--- src/rtl/ldst_pkg.sv ---
package ldst_pkg;
  typedef enum logic [2:0] {
    OP_SB  = 3'd0,
    OP_SH  = 3'd1,
    OP_SD  = 3'd2,
    OP_LB  = 3'd3,
    OP_LH  = 3'd4,
    OP_LSB = 3'd5,
    OP_LSH = 3'd6,
    OP_LD  = 3'd7
  } op_e;

  typedef enum logic [1:0] {
    SZ_BYTE = 2'd0,
    SZ_HALF = 2'd1,
    SZ_WORD = 2'd2
  } size_e;

  typedef enum logic [1:0] {
    ST_IDLE = 2'd0,
    ST_REQ  = 2'd1,
    ST_RSP  = 2'd2
  } st_e;

  function automatic logic is_load(op_e op);
    return op >= OP_LB;
  endfunction

  function automatic logic is_pair(op_e op);
    return (op == OP_SD) || (op == OP_LD);
  endfunction

  function automatic size_e op_size(op_e op);
    case (op)
      OP_SB, OP_LB, OP_LSB: return SZ_BYTE;
      OP_SH, OP_LH, OP_LSH: return SZ_HALF;
      default:              return SZ_WORD;
    endcase
  endfunction
endpackage

--- src/rtl/ldst_addr_gen.sv ---
module ldst_addr_gen
  import ldst_pkg::*;
#(
  parameter int XLEN = 32
) (
  input  op_e             op_i,
  input  logic            pre_i,
  input  logic            beat_i,
  input  logic [XLEN-1:0] base_i,
  input  logic [XLEN-1:0] off_i,
  output logic [XLEN-1:0] addr_o,
  output logic [1:0]      size_o,
  output logic [XLEN-1:0] new_base_o
);
  localparam int unsigned STEP = XLEN / 8;

  logic [XLEN-1:0] sum, eff, beat_addr;

  assign sum       = base_i + off_i;
  assign eff       = pre_i ? sum : base_i;
  assign beat_addr = beat_i ? eff + XLEN'(STEP) : eff;

  always_comb begin
    addr_o = beat_addr;
    if (op_size(op_i) == SZ_HALF) addr_o[0] = 1'b0;
  end

  assign size_o     = op_size(op_i);
  assign new_base_o = sum;
endmodule

--- src/rtl/ldst_extend.sv ---
module ldst_extend
  import ldst_pkg::*;
#(
  parameter int XLEN = 32
) (
  input  op_e             op_i,
  input  logic [XLEN-1:0] rdata_i,
  output logic [XLEN-1:0] val_o
);
  always_comb begin
    case (op_i)
      OP_LB:   val_o = {{(XLEN-8){1'b0}}, rdata_i[7:0]};
      OP_LH:   val_o = {{(XLEN-16){1'b0}}, rdata_i[15:0]};
      OP_LSB:  val_o = {{(XLEN-8){rdata_i[7]}}, rdata_i[7:0]};
      OP_LSH:  val_o = {{(XLEN-16){rdata_i[15]}}, rdata_i[15:0]};
      default: val_o = rdata_i;
    endcase
  end
endmodule

--- src/rtl/ldst_ctrl.sv ---
module ldst_ctrl
  import ldst_pkg::*;
#(
  parameter int XLEN      = 32,
  parameter int RIDX_W    = 4,
  parameter bit HAS_DWORD = 1'b1
) (
  input  logic              clk_i,
  input  logic              rst_ni,
  input  logic              start_i,
  output logic              idle_o,
  input  op_e               op_i,
  input  logic              pre_i,
  input  logic              wb_i,
  input  logic [RIDX_W-1:0] rt_i,
  input  logic [RIDX_W-1:0] rb_i,
  input  logic [XLEN-1:0]   base_i,
  input  logic [XLEN-1:0]   off_i,
  input  logic [XLEN-1:0]   lo_i,
  input  logic [XLEN-1:0]   hi_i,
  output op_e               op_o,
  output logic              pre_o,
  output logic              beat_o,
  output logic [XLEN-1:0]   base_o,
  output logic [XLEN-1:0]   off_o,
  input  logic [XLEN-1:0]   new_base_i,
  input  logic [XLEN-1:0]   ext_i,
  output logic              mem_req_o,
  input  logic              mem_gnt_i,
  output logic              mem_we_o,
  output logic [XLEN-1:0]   mem_wdata_o,
  input  logic              mem_rvalid_i,
  input  logic [XLEN-1:0]   mem_rdata_i,
  input  logic              mem_abort_i,
  output logic              done_o,
  output logic              abort_o,
  output logic              base_we_o,
  output logic [RIDX_W-1:0] base_idx_o,
  output logic [XLEN-1:0]   base_data_o,
  output logic              dst_we_o,
  output logic [RIDX_W-1:0] dst_idx_o,
  output logic [XLEN-1:0]   dst_data_o,
  output logic              dst2_we_o,
  output logic [RIDX_W-1:0] dst2_idx_o,
  output logic [XLEN-1:0]   dst2_data_o
);
  st_e               st_q;
  op_e               op_q;
  logic              pre_q, wb_q, beat_q, acc_q;
  logic [RIDX_W-1:0] rt_q, rb_q;
  logic [XLEN-1:0]   base_q, off_q, lo_q, hi_q, first_q;

  logic accept, pair_q, pair_in, ab_now, more;

  assign accept  = start_i && (st_q == ST_IDLE);
  assign pair_in = is_pair(op_i);
  assign pair_q  = is_pair(op_q);
  assign ab_now  = acc_q | mem_abort_i;
  // store pair always continues; load pair continues only on clean first beat
  assign more    = pair_q && !beat_q && (!is_load(op_q) || !mem_abort_i);

  assign idle_o      = (st_q == ST_IDLE);
  assign mem_req_o   = (st_q == ST_REQ);
  assign mem_we_o    = !is_load(op_q);
  assign mem_wdata_o = beat_q ? hi_q : lo_q;
  assign op_o        = op_q;
  assign pre_o       = pre_q;
  assign beat_o      = beat_q;
  assign base_o      = base_q;
  assign off_o       = off_q;

  always_ff @(posedge clk_i or negedge rst_ni) begin
    if (!rst_ni) begin
      st_q        <= ST_IDLE;
      op_q        <= OP_LB;
      pre_q       <= 1'b0;
      wb_q        <= 1'b0;
      beat_q      <= 1'b0;
      acc_q       <= 1'b0;
      rt_q        <= '0;
      rb_q        <= '0;
      base_q      <= '0;
      off_q       <= '0;
      lo_q        <= '0;
      hi_q        <= '0;
      first_q     <= '0;
      done_o      <= 1'b0;
      abort_o     <= 1'b0;
      base_we_o   <= 1'b0;
      base_idx_o  <= '0;
      base_data_o <= '0;
      dst_we_o    <= 1'b0;
      dst_idx_o   <= '0;
      dst_data_o  <= '0;
      dst2_we_o   <= 1'b0;
      dst2_idx_o  <= '0;
      dst2_data_o <= '0;
    end else begin
      done_o    <= 1'b0;
      abort_o   <= 1'b0;
      base_we_o <= 1'b0;
      dst_we_o  <= 1'b0;
      dst2_we_o <= 1'b0;
      case (st_q)
        ST_IDLE: begin
          if (accept) begin
            if (pair_in && !HAS_DWORD) begin
              done_o <= 1'b1;  // unsupported pair: empty operation
            end else begin
              st_q   <= ST_REQ;
              op_q   <= op_i;
              pre_q  <= pre_i;
              wb_q   <= wb_i;
              rt_q   <= rt_i;
              rb_q   <= rb_i;
              base_q <= base_i;
              off_q  <= off_i;
              lo_q   <= lo_i;
              hi_q   <= hi_i;
              beat_q <= 1'b0;
              acc_q  <= 1'b0;
            end
          end
        end
        ST_REQ: begin
          if (mem_gnt_i) st_q <= ST_RSP;
        end
        ST_RSP: begin
          if (mem_rvalid_i) begin
            if (more) begin
              st_q    <= ST_REQ;
              beat_q  <= 1'b1;
              acc_q   <= ab_now;
              first_q <= mem_rdata_i;
            end else begin
              st_q        <= ST_IDLE;
              done_o      <= 1'b1;
              abort_o     <= ab_now;
              base_we_o   <= !ab_now && (!pre_q || wb_q);
              base_idx_o  <= rb_q;
              base_data_o <= new_base_i;
              dst_we_o    <= !ab_now && is_load(op_q);
              dst_idx_o   <= pair_q ? {rt_q[RIDX_W-1:1], 1'b0} : rt_q;
              dst_data_o  <= pair_q ? first_q : ext_i;
              dst2_we_o   <= !ab_now && is_load(op_q) && pair_q;
              dst2_idx_o  <= {rt_q[RIDX_W-1:1], 1'b1};
              dst2_data_o <= mem_rdata_i;
            end
          end
        end
        default: st_q <= ST_IDLE;
      endcase
    end
  end
endmodule

--- src/rtl/ldst_abort_seq.sv ---
module ldst_abort_seq
  import ldst_pkg::*;
#(
  parameter int XLEN      = 32,
  parameter bit HAS_DWORD = 1'b1
) (
  input  logic            clk_i,
  input  logic            rst_ni,
  input  logic            start_i,
  output logic            idle_o,
  input  logic [2:0]      op_i,
  input  logic            pre_i,
  input  logic [31:0]     instr_i,
  input  logic [XLEN-1:0] base_val_i,
  input  logic [XLEN-1:0] offset_i,
  input  logic [XLEN-1:0] data_lo_i,
  input  logic [XLEN-1:0] data_hi_i,
  output logic            mem_req_o,
  input  logic            mem_gnt_i,
  output logic            mem_we_o,
  output logic [1:0]      mem_size_o,
  output logic [XLEN-1:0] mem_addr_o,
  output logic [XLEN-1:0] mem_wdata_o,
  input  logic            mem_rvalid_i,
  input  logic [XLEN-1:0] mem_rdata_i,
  input  logic            mem_abort_i,
  output logic            done_o,
  output logic            abort_o,
  output logic            base_we_o,
  output logic [3:0]      base_idx_o,
  output logic [XLEN-1:0] base_data_o,
  output logic            dst_we_o,
  output logic [3:0]      dst_idx_o,
  output logic [XLEN-1:0] dst_data_o,
  output logic            dst2_we_o,
  output logic [3:0]      dst2_idx_o,
  output logic [XLEN-1:0] dst2_data_o
);
  localparam int RIDX_W = 4;
  localparam int WB_BIT = 21;
  localparam int RB_LSB = 16;
  localparam int RT_LSB = 12;

  op_e             op_q;
  logic            pre_q, beat_q;
  logic [XLEN-1:0] base_q, off_q, new_base, ext_val;
  logic            unused_instr;

  assign unused_instr = ^{instr_i[31:22], instr_i[20], instr_i[11:0]};

  ldst_ctrl #(.XLEN(XLEN), .RIDX_W(RIDX_W), .HAS_DWORD(HAS_DWORD)) u_ctrl (
    .clk_i       (clk_i),
    .rst_ni      (rst_ni),
    .start_i     (start_i),
    .idle_o      (idle_o),
    .op_i        (op_e'(op_i)),
    .pre_i       (pre_i),
    .wb_i        (instr_i[WB_BIT]),
    .rt_i        (instr_i[RT_LSB +: RIDX_W]),
    .rb_i        (instr_i[RB_LSB +: RIDX_W]),
    .base_i      (base_val_i),
    .off_i       (offset_i),
    .lo_i        (data_lo_i),
    .hi_i        (data_hi_i),
    .op_o        (op_q),
    .pre_o       (pre_q),
    .beat_o      (beat_q),
    .base_o      (base_q),
    .off_o       (off_q),
    .new_base_i  (new_base),
    .ext_i       (ext_val),
    .mem_req_o   (mem_req_o),
    .mem_gnt_i   (mem_gnt_i),
    .mem_we_o    (mem_we_o),
    .mem_wdata_o (mem_wdata_o),
    .mem_rvalid_i(mem_rvalid_i),
    .mem_rdata_i (mem_rdata_i),
    .mem_abort_i (mem_abort_i),
    .done_o      (done_o),
    .abort_o     (abort_o),
    .base_we_o   (base_we_o),
    .base_idx_o  (base_idx_o),
    .base_data_o (base_data_o),
    .dst_we_o    (dst_we_o),
    .dst_idx_o   (dst_idx_o),
    .dst_data_o  (dst_data_o),
    .dst2_we_o   (dst2_we_o),
    .dst2_idx_o  (dst2_idx_o),
    .dst2_data_o (dst2_data_o)
  );

  ldst_addr_gen #(.XLEN(XLEN)) u_addr (
    .op_i      (op_q),
    .pre_i     (pre_q),
    .beat_i    (beat_q),
    .base_i    (base_q),
    .off_i     (off_q),
    .addr_o    (mem_addr_o),
    .size_o    (mem_size_o),
    .new_base_o(new_base)
  );

  ldst_extend #(.XLEN(XLEN)) u_ext (
    .op_i   (op_q),
    .rdata_i(mem_rdata_i),
    .val_o  (ext_val)
  );
endmodule

--- config.mk ---
export PLATFORM = sky130hd
export DESIGN_NAME = ldst_abort_seq
export DESIGN_NICKNAME = d
export VERILOG_FILES = /design/src/rtl/ldst_pkg.sv /design/src/rtl/ldst_addr_gen.sv /design/src/rtl/ldst_extend.sv /design/src/rtl/ldst_ctrl.sv /design/src/rtl/ldst_abort_seq.sv
export SDC_FILE = /design/constraint.sdc
export NUM_CORES = 1
export LEC_CHECK = 0
export BUFFER_PORTS_ARGS = -buffer_cell sky130_fd_sc_hd__buf_4
export CAP_MARGIN = 20
export CORE_MARGIN = 2
export CORE_UTILIZATION = 30
export CTS_BUF_LIST = sky130_fd_sc_hd__clkbuf_4
export DETAILED_ROUTE_END_ITERATION = 8
export GPL_ROUTABILITY_DRIVEN = 0
export PLACE_DENSITY = 0.6
export SLEW_MARGIN = 25
export SYNTH_ARGS = -nofsm -noshare
export SYNTH_HDL_FRONTEND = slang
export SYNTH_SLANG_ARGS = --single-unit
--- constraint.sdc ---
create_clock -name clk_i -period 4.4 [get_ports clk_i]
set_input_delay 0.22 -clock clk_i [delete_from_list [all_inputs] [get_ports clk_i]]
set_output_delay 0.22 -clock clk_i [all_outputs]
set_load 0.02 [all_outputs]
==> results of run 1 <==
==> worst paths after layout <==
| path | from | endpoint | slack (ns) | cells after the start |
|---|---|---|---|---|
| setup / recovery | u_ctrl.off_o[0] | mem_addr_o[22] | -0.24 | 14 |
| hold / removal | offset_i[13] | u_ctrl.off_o[13] | 0.18 | 3 |
| setup reg to reg | u_ctrl.base_o[14] | u_ctrl.base_data_o[31] | 1.19 | 12 |
| hold reg to reg | u_ctrl.rb_q[1] | u_ctrl.base_idx_o[1] | 0.46 | 2 |
| max in group asynchronous | rst_ni | u_ctrl.dst_we_o | 2.71 | 4 |
| min in group asynchronous | rst_ni | u_ctrl.first_q[4] | 0.54 | 3 |
==> cell families (layout without fill, tap and decap cells) <==
logic type,Yosys count,after routing,synth area share (%)
fa+ha+maj,33,33,2.80
compound gates,289,289,13.0
mux,215,215,16.0
xor+xnor,50,50,2.92
flops,287,287,47.9
buf+inv,103,764,3.30
simple gates,466,466,14.0
other cells,0,2,0
==> critical path, cell delays in order (launching register included) <==
cell,delay (ns)
dfrtp_1,0.41
ha_4,0.18
inv_2,0.05
fa_2,0.21
and2b_4,0.22
o31a_4,0.36
o21ai_4,0.15
a31oi_2,0.12
or3_4,0.38
or3_4,0.40
nor3_4,0.26
buf_6,0.15
nand3_1,0.10
xnor2_1,0.39
buf_4,0.23
==> metal layers <==
| layer | global-route usage, % | up-vias | wire length, µm |
|---|---|---|---|
| li1 | - | 6362 | - |
| met1 | 23.8 | 6703 | 21000 |
| met2 | 31.0 | 453 | 24300 |
| met3 | 4.21 | 99 | 2980 |
| met4 | 9.13 | 0 | 1690 |
| met5 | 0 | - | 0 |
==> metrics by stage <==
| stage | cells | util, % |
|---|---|---|
| floorplan | 1443 | - |
| global placement | 2398 | 37.2 |
| detailed placement | 2398 | 37.2 |
| CTS | 2765 | 44.8 |
| global route | 2769 | 45.2 |
| finish | 2770 | 45.2 |
==> flip-flops by register name (all words and copies together), names as in the netlist, 32 cells and up <==
register / count
u_ctrl.base_data_o: 32
u_ctrl.base_o: 32
u_ctrl.dst2_data_o: 32
u_ctrl.dst_data_o: 32
u_ctrl.first_q: 32
u_ctrl.hi_q: 32
u_ctrl.lo_q: 32
u_ctrl.off_o: 32
==> power by group through the flow <==
stage | clock [mW] | combinational, mW | sequential [mW]
global placement | 0 | 10.9 | 4.74
global route | 2.84 | 14.0 | 4.97
floorplan | 0 | 7.01 | 4.99
detailed placement | 0 | 11.0 | 4.82
finish | 2.58 | 13.0 | 4.80
CTS | 2.70 | 12.5 | 4.78
==> placed cells by master (no fill, tap or decap), types with 18 or more instances in the layout <==
cell type | netlist | final
ha_1 | 32 | 19
xnor2_1 | 28 | 19
dlygate4sd3_1 | 0 | 181
mux2_2 | 203 | 202
a21o_1 | 21 | 21
clkbuf_4 | 0 | 131
o31ai_1 | 20 | 18
o21ai_0 | 71 | 64
nand2_1 | 279 | 275
buf_4 | 4 | 396
nor2_1 | 64 | 59
dfrtp_1 | 285 | 283
a21oi_1 | 71 | 66
==> cell usage after synthesis, types with 21 or more instances <==
master and instances:
clkbuf_1 50, a21oi_1 71, ha_1 32, nand2_1 279, dfrtp_1 285, mux2_2 203
o21ai_0 71, xor2_1 22, xnor2_1 28, a21o_1 21, nor2_1 64
==> area by class of cell <==
class	count	share of cell area (%)
clock buffers	131	4.42
well taps	664	3.74
flip-flops and latches	287	32.3
inverters	15	0.253
diodes	2	0.0225
repair buffers	602	23.0
clock inverters	16	0.422
multi-input cells	1053	35.8
==> repair_timing <==
item,CTS,global route
hold buffers,182,0
resized for setup,99,37
pin swaps,42,17
endpoints found under the setup margin,21,21
endpoints found under the hold margin,359,0
cloned,0,0
setup buffers,42,7
==> impl_metrics.yaml, run 1 <==
status:
  outcome: "complete, but fails checks"
  violations: "setup timing"
grt:
  track_usage_pct: 19.0
  grt_pass1_vias: 13967
  grt-ovfl-total: 0
  grt_max_degree: 157
  grt_pass1_wl_um: 76200
  antenna_found_initial: 2
place:
  dp_slack_ns: 0.256
  port_buffers: 360
  place_area_um2: 18300
  post-dp-hpwl_um: 33800
synthesis:
  synthCells: 1443
  synth_edf_count: 0
  netlist_top_cells_area: "dfrtp_1 (48%), mux2_2 (15%), nand2_1 (7.0%)"
  syn_nets: 1678
  ys_seq_area_share_pct: 47.9
  yosys.area.top_type_share_pct: 47.5
  synth.distinct_cells: 92
  avgSynthCellArea_um2: 10.4
  synth_top_area_cell: "dfrtp_1"
  syn_area_um2: 15000
  postSynth.topFlopCell: "dfrtp_1"
  yosys_warnings: 0
  synth_seq_cells: 287
  postSynth.asyncResetShare_pct: 100
power:
  power_mw: 20.4
  p_leak_nw: 10.4
  clock_power_share_pct: 12.6
  combPwrFrac_pct: 63.8
  p_per_area_nw_per_um2: 919
  power.net_switching_mw: 9.39
  irDropWorstVdd_mv: 0.493
  switching_share_pct: 46.0
  pwr-share-seq_pct: 23.5
  internal-power_mw: 11.0
sta:
  slew_viol_final: 0
  fin_skew_ns: 0.0375
  setup_viol: 13
  tightest_slew_ns: 0.834
  hold_viol_final: 0
  period_needed_ns: 4.64
  maxSlewHeadroom_pct: 44.4
  period_share_pct: 105
  tns_ns: -1.91
  fmax_mhz: 215
  rsz0062_at_grt: "yes"
  holdWs_ns: 0.181
  finalWorstSetupSlack_ns: -0.242
detailed_routing:
  antenna_left: 0
  wl_per_cell_um: 18.0
  vias_per_cell: 4.92
  drtIter0Drc: 880
  firstDrtPassIters: 5
  drc: 0
  routed_wl_um: 49900
  vias: 13617
clock_tree:
  cts_tree: "done"
  cts_buffers: 81
  clock_path_buffers: 3
  cts_root_buffer: "clkbuf_4"
  htree_levels: 3
  clock_sinks: 287
  clock_latency_ns: 0.81
  clkSlewWorstSetupHoldPaths_ns: 0.06
floorplan:
  start_util_pct: 30.5
  dieArea_um2: 51800
  ios: 384
  rows: 81
  core_area_um2: 49200
  die_x_um: 228
  die_h_um: 228
final_layout:
  nFillCells: 4681
  multi_input_area_um2: 7960
  design_area_um2: 22200
  syn_to_final_growth_pct: 48.2
  register_area_um2: 7190
  drive_gt1_share_pct: 42.0
  layout.nets: 2275
critical_path:
  path_class: "flip-flop to primary output"
  worstPathRequired_ns: 4.18
  crit_path_end_kind: "primary output"
  cp.arrival_ns: 4.42
  crit_fanout: 4
  crit_path_start_kind: "flip-flop"
hold_path:
  hp-class: "primary input to flip-flop"
job:
  cap_violations: 0
(Power assumes the default switching activity.)
==> run 2, diff against run 1 <==
Settings changed: CORE_UTILIZATION 30 to 55, PLACE_DENSITY 0.6 to 0.92.
==> impl_metrics.yaml, run 2 (synthesis gave the netlist of run 1 again) <==
floorplan:
  dieArea_um2: 28600
  die_h_um: 169
  die_x_um: 169
  core_area_um2: 26900
  rows: 60
  start_util_pct: 55.8
  ios: 384
power:
  p_leak_nw: 10.0
  internal-power_mw: 10.5
  pwr-share-seq_pct: 24.3
  power_mw: 20.3
  irDropWorstVdd_mv: 0.804
  power.net_switching_mw: 9.75
  clock_power_share_pct: 11.7
  combPwrFrac_pct: 64.0
  switching_share_pct: 48.0
  p_per_area_nw_per_um2: 951
critical_path:
  crit_path_end_kind: "primary output"
  slowest_stage: "nor4_1"
  path_class: "flip-flop to primary output"
  worstPathRequired_ns: 4.18
  critical-path-max-stage-delay_ns: 0.64
  path_delay_family: "simple AND/OR/NAND/NOR gates"
  crit_buf_inv: 3
  crit_fanout: 5
  crit_path_start_kind: "flip-flop"
  crit_chain: "ha_4 > inv_2 > fa_2 > and2b_4 > o31ai_4 > nand2_1 > a221oi_4 > buf_4 > a31oi_1 > nor4_1 > nand2_1 > xnor2_1 > buf_4"
  cp.arrival_ns: 4.37
place:
  dp_slack_ns: 0.378
  post-dp-hpwl_um: 30500
  port_buffers: 360
clock_tree:
  clock_latency_ns: 0.71
  clock_path_buffers: 3
  clkSlewWorstSetupHoldPaths_ns: 0.07
  cts_tree: "done"
  cts_buffers: 76
  cts_root_buffer: "clkbuf_4"
  htree_levels: 3
  clock_sinks: 287
final_layout:
  drive_gt1_share_pct: 40.2
  syn_to_final_growth_pct: 42.4
  final_cell_mix: "buf_4 (396), dfrtp_1 (283), nand2_1 (277)"
  layout.nets: 2251
  final_common_cell: "buf_4"
detailed_routing:
  drc: 0
  drtIter0Drc: 1980
  vias: 14753
  firstDrtPassIters: 8
  routed_wl_um: 52700
  vias_per_cell: 6.10
  wl_per_cell_um: 21.8
  antenna_left: 0
sta:
  setup_viol: 9
  period_needed_ns: 4.59
  fmax_mhz: 218
  fin_skew_ns: 0.0750
  rsz0062_at_grt: "yes"
  hold_viol_final: 0
  maxSlewHeadroom_pct: 35.0
  tightest_slew_ns: 0.975
  finalWorstSetupSlack_ns: -0.194
  slew_viol_final: 0
  period_share_pct: 104
grt:
  grt_pass1_vias: 14996
  track_usage_pct: 34.6
  grt-ovfl-total: 0
  grt_pass1_wl_um: 78400
  antenna_found_initial: 5
  grt_max_degree: 157
job:
  cap_violations: 0
status:
  outcome: "complete, but fails checks"
  violations: "setup timing"
hold_path:
  hp-class: "primary input to async pin"
run 2: cell count changes in the layout (fill, tap and decap cells not counted), sizes merged:
cell,change
buf,-18
clkbuf,-24
clkinv,+12
clkinvlp,+1
diode,+4
dlygate4sd3,-1
inv,-4
run 2: what timing repair did:
item,in CTS,in global routing
setup endpoints to repair,20,18
hold endpoints to repair,353,0
pin swaps,12,25
hold buffers,180,0
gates resized for setup,42,57
setup buffers,12,16
run 2: path summary, 6_finish.rpt:
check	startpoint	end	slack, ns	depth (start not counted)
max	u_ctrl.off_o[0]	mem_addr_o[14]	-0.19	13
min	rst_ni	u_ctrl.base_o[10]	0.17	2
max reg2reg	u_ctrl.base_o[7]	u_ctrl.base_data_o[31]	1.14	11
min reg2reg	u_ctrl.dst2_idx_o[0]	u_ctrl.dst2_idx_o[0]	0.47	1
max in group asynchronous	rst_ni	u_ctrl.first_q[17]	3.14	3
min in group clk_i	data_lo_i[12]	u_ctrl.lo_q[12]	0.28	3
run 2: worst register-to-register path, delay by kind of cell, from the launching register on:
| family | cells | cell delay [ns] |
|---|---|---|
| AOI/OAI and AO/OA | 5 | 1.09 |
| adders and majority gates | 1 | 0.48 |
| DFF | 1 | 0.44 |
| and+or+nand+nor | 5 | 1.07 |
run 2: layer usage:
layer | part of all wire [%] | vias up | global-route usage (%)
li1 | - | 6307 | -
met1 | 35 | 7068 | 38.7
met2 | 49 | 1031 | 59.8
met3 | 8.5 | 347 | 8.07
met4 | 7.4 | 0 | 21.8
met5 | 0 | - | 0
run 2: cell type report:
class	instances	area [µm²]
Antenna cell	6	15.0
Fill cell	1462	5520
Clock inverter	25	145
Timing Repair Buffer	583	4880
Tap cell	341	427
Clock buffer	107	803
Inverter	15	57.6
Sequential cell	287	7190
Multi-Input combinational cell	1053	7830
run 2: through the flow:
step | std cells | hold WS [ns] | setup TNS [ns] | utilization [%] | instance area, µm²
6_report | 2417 | 0.174 | -0.899 | 79.4 | 21400
5_1_grt | 2416 | 0.247 | -1.70 | 79.4 | 21300
4_1_cts | 2395 | 0.181 | 0 | 77.8 | 20900
3_5_place_dp | 2071 | 0.355 | 0 | 66.5 | 17900
3_3_place_gp | 2071 | 0.348 | 0 | 66.4 | 17900
2_1_floorplan | 1443 | -0.0756 | 0 | - | 15000
run 2: power groups by stage:
stage                     registers, mW  clock network, mW  logic [mW]
after floorplan                    4.99                  0        7.01
after global placement             4.71                  0        10.4
after detailed placement           4.82                  0        10.7
after CTS                          4.79               2.35        11.4
after global routing               5.05               2.56        13.6
final                              4.94               2.38        13.0
